<file path="src/rtl/lwq_pkg.sv">
package lwq_pkg;

    typedef enum logic [2:0] {
        R_ARMED,
        R_MONITOR,
        R_FIRE,
        R_DONE,
        R_STUCK,
        R_REARM
    } rmt_state_e;

    typedef enum logic [2:0] {
        L_REARM,
        L_ARMED,
        L_FILTER,
        L_FIRE,
        L_LATCHED
    } loc_state_e;

endpackage

</file>
<file path="src/rtl/lwq_tick_timer.sv">
// Saturating tick counter: cleared while idle, done once LIMIT ticks seen.
module lwq_tick_timer #(
    parameter int unsigned LIMIT = 4
) (
    input  logic clk,
    input  logic rst_n,
    input  logic run,
    input  logic tick,
    output logic done
);
    localparam int unsigned CW = (LIMIT < 1) ? 1 : $clog2(LIMIT + 1);
    localparam logic [CW-1:0] LIM = CW'(LIMIT);

    logic [CW-1:0] cnt;

    always_ff @(posedge clk or negedge rst_n) begin
        if (!rst_n) begin
            cnt <= '0;
        end else if (!run) begin
            cnt <= '0;
        end else if (tick && (cnt != LIM)) begin
            cnt <= cnt + 1'b1;
        end
    end

    assign done = run && (cnt == LIM);

endmodule

</file>
<file path="src/rtl/lwq_remote_fsm.sv">
// Bus-side wake qualifier: edge into pre-wake, dominant filter, window.
module lwq_remote_fsm
    import lwq_pkg::*;
#(
    parameter int unsigned DOM_TICKS   = 6,
    parameter int unsigned MON_TICKS   = 40,
    parameter int unsigned REARM_TICKS = 5
) (
    input  logic clk,
    input  logic rst_n,
    input  logic tick,
    input  logic sleep_en,
    input  logic bus_low,
    input  logic bus_dom,
    input  logic bus_high,
    output logic remote_wake,
    output logic rx_enable
);
    rmt_state_e state, nxt;
    logic       prev_low;
    logic       dom_seen;
    logic       mon_done, dom_done, rearm_done;
    logic       qualified;
    logic       fall_edge;

    lwq_tick_timer #(.LIMIT(MON_TICKS)) u_mon_tmr (
        .clk  (clk),
        .rst_n(rst_n),
        .run  (state == R_MONITOR),
        .tick (tick),
        .done (mon_done)
    );

    lwq_tick_timer #(.LIMIT(DOM_TICKS)) u_dom_tmr (
        .clk  (clk),
        .rst_n(rst_n),
        .run  ((state == R_MONITOR) && bus_dom),
        .tick (tick),
        .done (dom_done)
    );

    lwq_tick_timer #(.LIMIT(REARM_TICKS)) u_rearm_tmr (
        .clk  (clk),
        .rst_n(rst_n),
        .run  ((state == R_REARM) && bus_high),
        .tick (tick),
        .done (rearm_done)
    );

    assign qualified = dom_seen || dom_done;
    assign fall_edge = bus_low && !prev_low;

    always_ff @(posedge clk or negedge rst_n) begin
        if (!rst_n) begin
            prev_low <= 1'b0;
            dom_seen <= 1'b0;
        end else begin
            prev_low <= bus_low;
            if (state != R_MONITOR) begin
                dom_seen <= 1'b0;
            end else if (dom_done) begin
                dom_seen <= 1'b1;
            end
        end
    end

    // State register
    always_ff @(posedge clk or negedge rst_n) begin
        if (!rst_n) begin
            state <= R_ARMED;
        end else if (!sleep_en) begin
            state <= R_ARMED;
        end else begin
            state <= nxt;
        end
    end

    // Next-state logic
    always_comb begin
        nxt = state;
        unique case (state)
            R_ARMED: begin
                if (fall_edge) nxt = R_MONITOR;
            end
            R_MONITOR: begin
                if (!bus_low) begin
                    nxt = qualified ? R_FIRE : R_ARMED;
                end else if (mon_done) begin
                    nxt = bus_dom ? R_STUCK : R_REARM;
                end
            end
            R_FIRE:  nxt = R_DONE;
            R_DONE:  nxt = R_DONE;
            R_STUCK: begin
                if (!bus_low) nxt = R_FIRE;
            end
            R_REARM: begin
                if (rearm_done) nxt = R_ARMED;
            end
            default: nxt = R_ARMED;
        endcase
    end

    // Outputs
    always_comb begin
        remote_wake = (state == R_FIRE);
        rx_enable   = (state == R_MONITOR);
    end

endmodule

</file>
<file path="src/rtl/lwq_local_fsm.sv">
// Switch-side wake qualifier: falling edge, low filter, high re-arm time.
module lwq_local_fsm
    import lwq_pkg::*;
#(
    parameter int unsigned WAKE_TICKS      = 4,
    parameter int unsigned WAKE_HIGH_TICKS = 3
) (
    input  logic clk,
    input  logic rst_n,
    input  logic tick,
    input  logic sleep_en,
    input  logic wake_low,
    output logic local_wake
);
    loc_state_e state, nxt;
    logic       prev_wake;
    logic       filt_done, high_done;
    logic       fall_edge;

    lwq_tick_timer #(.LIMIT(WAKE_TICKS)) u_filt_tmr (
        .clk  (clk),
        .rst_n(rst_n),
        .run  ((state == L_FILTER) && wake_low),
        .tick (tick),
        .done (filt_done)
    );

    lwq_tick_timer #(.LIMIT(WAKE_HIGH_TICKS)) u_high_tmr (
        .clk  (clk),
        .rst_n(rst_n),
        .run  ((state == L_REARM) && !wake_low),
        .tick (tick),
        .done (high_done)
    );

    assign fall_edge = wake_low && !prev_wake;

    always_ff @(posedge clk or negedge rst_n) begin
        if (!rst_n) begin
            prev_wake <= 1'b0;
        end else begin
            prev_wake <= wake_low;
        end
    end

    // State register
    always_ff @(posedge clk or negedge rst_n) begin
        if (!rst_n) begin
            state <= L_REARM;
        end else if (!sleep_en) begin
            state <= L_REARM;
        end else begin
            state <= nxt;
        end
    end

    // Next-state logic
    always_comb begin
        nxt = state;
        unique case (state)
            L_REARM: begin
                if (wake_low)       nxt = L_LATCHED;
                else if (high_done) nxt = L_ARMED;
            end
            L_ARMED: begin
                if (fall_edge) nxt = L_FILTER;
            end
            L_FILTER: begin
                if (!wake_low)      nxt = L_ARMED;
                else if (filt_done) nxt = L_FIRE;
            end
            L_FIRE: nxt = L_LATCHED;
            L_LATCHED: begin
                if (!wake_low) nxt = L_REARM;
            end
            default: nxt = L_REARM;
        endcase
    end

    // Outputs
    always_comb begin
        local_wake = (state == L_FIRE);
    end

endmodule

</file>
<file path="src/rtl/lin_wake_qualifier.sv">
module lin_wake_qualifier #(
    parameter int unsigned DOM_TICKS       = 6,
    parameter int unsigned MON_TICKS       = 40,
    parameter int unsigned REARM_TICKS     = 5,
    parameter int unsigned WAKE_TICKS      = 4,
    parameter int unsigned WAKE_HIGH_TICKS = 3
) (
    input  logic clk,
    input  logic rst_n,
    input  logic tick,
    input  logic sleep_en,
    input  logic bus_low,
    input  logic bus_dom,
    input  logic bus_high,
    input  logic wake_low,
    output logic remote_wake,
    output logic local_wake,
    output logic rx_enable
);

    lwq_remote_fsm #(
        .DOM_TICKS  (DOM_TICKS),
        .MON_TICKS  (MON_TICKS),
        .REARM_TICKS(REARM_TICKS)
    ) u_remote (
        .clk        (clk),
        .rst_n      (rst_n),
        .tick       (tick),
        .sleep_en   (sleep_en),
        .bus_low    (bus_low),
        .bus_dom    (bus_dom),
        .bus_high   (bus_high),
        .remote_wake(remote_wake),
        .rx_enable  (rx_enable)
    );

    lwq_local_fsm #(
        .WAKE_TICKS     (WAKE_TICKS),
        .WAKE_HIGH_TICKS(WAKE_HIGH_TICKS)
    ) u_local (
        .clk       (clk),
        .rst_n     (rst_n),
        .tick      (tick),
        .sleep_en  (sleep_en),
        .wake_low  (wake_low),
        .local_wake(local_wake)
    );

endmodule

</file>
<file path="config.mk">
export PLATFORM = sky130hd
export DESIGN_NAME = lin_wake_qualifier
export DESIGN_NICKNAME = d
export VERILOG_FILES = /design/src/rtl/lwq_pkg.sv /design/src/rtl/lwq_tick_timer.sv /design/src/rtl/lwq_remote_fsm.sv /design/src/rtl/lwq_local_fsm.sv /design/src/rtl/lin_wake_qualifier.sv
export SDC_FILE = /design/constraint.sdc
export NUM_CORES = 1
export LEC_CHECK = 0
export BUFFER_PORTS_ARGS = -buffer_cell sky130_fd_sc_hd__buf_2
export CAP_MARGIN = 10
export CELL_PAD_IN_SITES_DETAIL_PLACEMENT = 2
export CELL_PAD_IN_SITES_GLOBAL_PLACEMENT = 2
export CORE_ASPECT_RATIO = 0.5
export CORE_MARGIN = 2
export CORE_UTILIZATION = 25
export CTS_BUF_LIST = sky130_fd_sc_hd__clkbuf_4
export DETAILED_ROUTE_END_ITERATION = 10
export PLACE_DENSITY = 0.64
export SYNTH_ARGS = -nofsm -noshare
export SYNTH_HDL_FRONTEND = slang
export SYNTH_SLANG_ARGS = --single-unit
</file>
<file path="constraint.sdc">
create_clock -name clk -period 3.8 [get_ports clk]
set_clock_uncertainty 0.05 [all_clocks]
set_input_delay 0.76 -clock clk [delete_from_list [all_inputs] [get_ports clk]]
set_output_delay 0.76 -clock clk [all_outputs]
set_load 0.1 [all_outputs]
</file>
==> run_results.csv <==
group,metric,value,unit
detailed_routing,wl,3230,um
timing,fin_ws,1.20,ns
logic_synthesis,syn_area,0.00140,mm^2
floorplanning,fp-row-count,19,
clock_network,clockBufferDepth,2,
job,maxCapViolCount,0,
timing,relSlewSlack,59.7,%
finish,final_nets,166,
floorplanning,fp.dieH,56.9,um
global_routing,grt_max_degree,27,
logic_synthesis,synth-seq-cells,26,
timing,tightest_slew,0.604,ns
timing,slew_viol_final,0,
place,port_buffers,10,
logic_synthesis,yosysWarnings,0,
place,dp_worst_setup_slack,1.58,ns
clock_network,htreeDepth,1,
critical_path,cp.depth,4,
critical_path,path_cells,"nor2b_4 -> nand2b_1 -> inv_2 -> buf_2",
logic_synthesis,ys_top_cells_by_area,"dfrtp_1 46%, ha_1 8.0%, nor2_1 4.8%, mux2i_1 3.6%, nor3b_1 3.2%",
finish,post-route-util,28.9,%
floorplanning,core_area,0.00544,mm^2
critical_path,cp_max_fo,8,
clock_network,tritoncts,"done",
hold_path,hp-class,"in2async",
floorplanning,start_util,25.7,%
place,post_dp_cell_area,0.00152,mm^2
pwr,ir_drop,140,uV
logic_synthesis,synth_top_area_share,46.4,%
floorplanning,io_pins,11,
floorplanning,die_w,110,um
critical_path,cp-end-kind,"primary output",
place,gp_congestion,0.744,
clock_network,postCtsSetupBuffers,0,
finish,register_area,651,um^2
timing,min_period,2.60,ns
timing,timing.fmax,384,MHz
clock_network,cts_buffers,3,
critical_path,rr_worst_depth,6,
critical_path,worst-setup-path-type,"reg2out",
logic_synthesis,syn_inst,137,
detailed_routing,vias,1043,
timing,tns,0,ns
global_routing,grt-ovfl-total,0,
logic_synthesis,synth.most_common_cell,"dfrtp_1",
place,dp_hpwl,2440,um
logic_synthesis,ys_top_cells_by_count,"26 x dfrtp_1, 18 x nor2_1, 9 x ha_1",
timing,setup_viol,0,
detailed_routing,wl_per_cell,14.6,um
finish,antenna_cells,0,
logic_synthesis,synth_nets,154,
floorplanning,die_area,0.00626,mm^2
timing,holdWs,0.365,ns
logic_synthesis,yosys_most_used_dff,"dfrtp_1",
critical_path,crit_required,2.99,ns
finish,fin_area,0.00157,mm^2
clock_network,root_buffer,"clkbuf_4",
critical_path,arrival,1.79,ns
logic_synthesis,ys_seq_area_share,46.4,%
timing,rsz0062_at_grt,"no",
detailed_routing,drt_iter0_drc,30,
detailed_routing,drcViolationCount,0,
finish,layout-drive-gt1-share,13.5,%
global_routing,grt_pass1_vias,1200,
clock_network,cts_resized,0,
critical_path,crit_family,"buffers and inverters",
clock_network,postCtsHoldBufs,0,
critical_path,critPathLaunchType,"register",
status,outcome,"completed",
logic_synthesis,async_flop_share,100,%
logic_synthesis,synth_cell_types,37,
clock_network,insertion_delay,0.33,ns
timing,layout_worst_path_cycle_share,68.4,%
finish,n_fill_cell,614,
global_routing,gr-usage-all-layers,12.0,%
clock_network,cts_sinks,26,
logic_synthesis,syn_area_per_cell,10.2,um^2
pwr,p_per_area,345,mW/mm^2
clock_network,clk_pin_slew_worst_paths,0.15,ns
detailed_routing,ant_nets,0,
timing,hold_viol,0,
finish,multiInputGateArea,693,um^2
detailed_routing,drtPass1Iterations,2,
global_routing,grt_pass1_wl,5920,um
logic_synthesis,synth_edf_count,0,
logic_synthesis,synth_area_leader_cell,"dfrtp_1",
global_routing,antenna_found_initial,0,
critical_path,max_stage_delay,0.47,ns
detailed_routing,via_per_inst,4.72,
critical_path,cp_num_buf_inv,2,
critical_path,crit_slowest_cell,"dfrtp_1",
pwr,p_leak,0.696,nW
finish,area.growth.synth_to_final,12.1,%
[worst reg2reg max path, cell delays in order, from the launching register on]
cell and delay, ns:
dfrtp_1 0.42, inv_1 0.09, ha_1 0.16, nand4b_1 0.18, o21ai_0 0.39, mux2i_1 0.26, nor2_1 0.06
[state kept, by name, indices dropped and copies added (netlist names)]
signal	flops
u_local.prev_wake	1
u_remote.u_rearm_tmr.cnt	3
u_remote.u_mon_tmr.cnt	6
u_local.state	3
u_local.u_filt_tmr.cnt	3
u_remote.prev_low	1
u_remote.dom_seen	1
u_remote.u_dom_tmr.cnt	3
u_remote.state	3
u_local.u_high_tmr.cnt	2
[metal layers]
layer | track usage, % | share of wire, % | vias to the layer above
met5 | 0 | 0 | -
met3 | 2.74 | 1.8 | 4
met2 | 21.7 | 51 | 9
met4 | 2.17 | 1.2 | 0
li1 | - | - | 496
met1 | 14.9 | 46 | 534
[through the flow]
stage / instances / power, mW
2_1_floorplan: 137 / 0.333
3_3_place_gp: 217 / 0.351
3_5_place_dp: 217 / 0.354
4_1_cts: 221 / 0.552
5_1_grt: 221 / 0.567
6_report: 221 / 0.541
[cell families after synthesis]
group / after synthesis / share of synthesized area [%]
flops: 26 / 46.4
fa+ha+maj: 9 / 8.04
buf+inv: 12 / 4.11
xor+xnor: 8 / 5.00
mux: 5 / 3.57
compound gates: 21 / 9.55
simple gates: 56 / 23.3
[report_power, final]
| part | switching [mW] | internal, mW | total (mW) |
|---|---|---|---|
| Sequential | 0.00557 | 0.282 | 0.288 |
| Combinational | 0.0391 | 0.0204 | 0.0595 |
| Clock | 0.0874 | 0.107 | 0.194 |
| Total | 0.132 | 0.409 | 0.541 |
[cells in the final DEF (no fill, tap or decap), types with 2 or more instances in the layout]
cell,instances
dfrtp_1,26
nor2_1,18
buf_2,10
ha_1,9
inv_1,8
nand2_1,7
a21oi_1,7
nor3b_1,6
mux2i_1,5
nand2b_1,4
nand3_1,4
xor2_1,4
xnor2_1,4
o21ai_0,3
a21boi_0,3
clkbuf_4,3
o211ai_1,2
nor2b_1,2
a31oi_1,2
nand4_1,2
and4b_1,2
nor3_1,2
[worst paths after layout]
check	startpoint	to	slack (ns)
worst min register to register	u_remote.dom_seen	u_remote.dom_seen	0.48
worst max register to register	u_remote.u_mon_tmr.cnt[0]	u_remote.u_mon_tmr.cnt[1]	2.07
min in group clk	u_remote.dom_seen	u_remote.dom_seen	0.48
worst max-delay path	u_remote.state[1]	rx_enable	1.20
worst min-delay path	rst_n	u_remote.u_mon_tmr.cnt[5]	0.37
max in group asynchronous	rst_n	u_remote.state[2]	2.94
[cell type report]
class	count	share of cell area, %
Multi-Input combinational cell	99	44.1
Sequential cell	26	41.4
Tap cell	73	5.81
Timing Repair Buffer	10	3.18
Inverter	9	2.15
Clock inverter	1	1.91
Clock buffer	3	1.43
No activity file was read; power rests on OpenSTA's default activity.
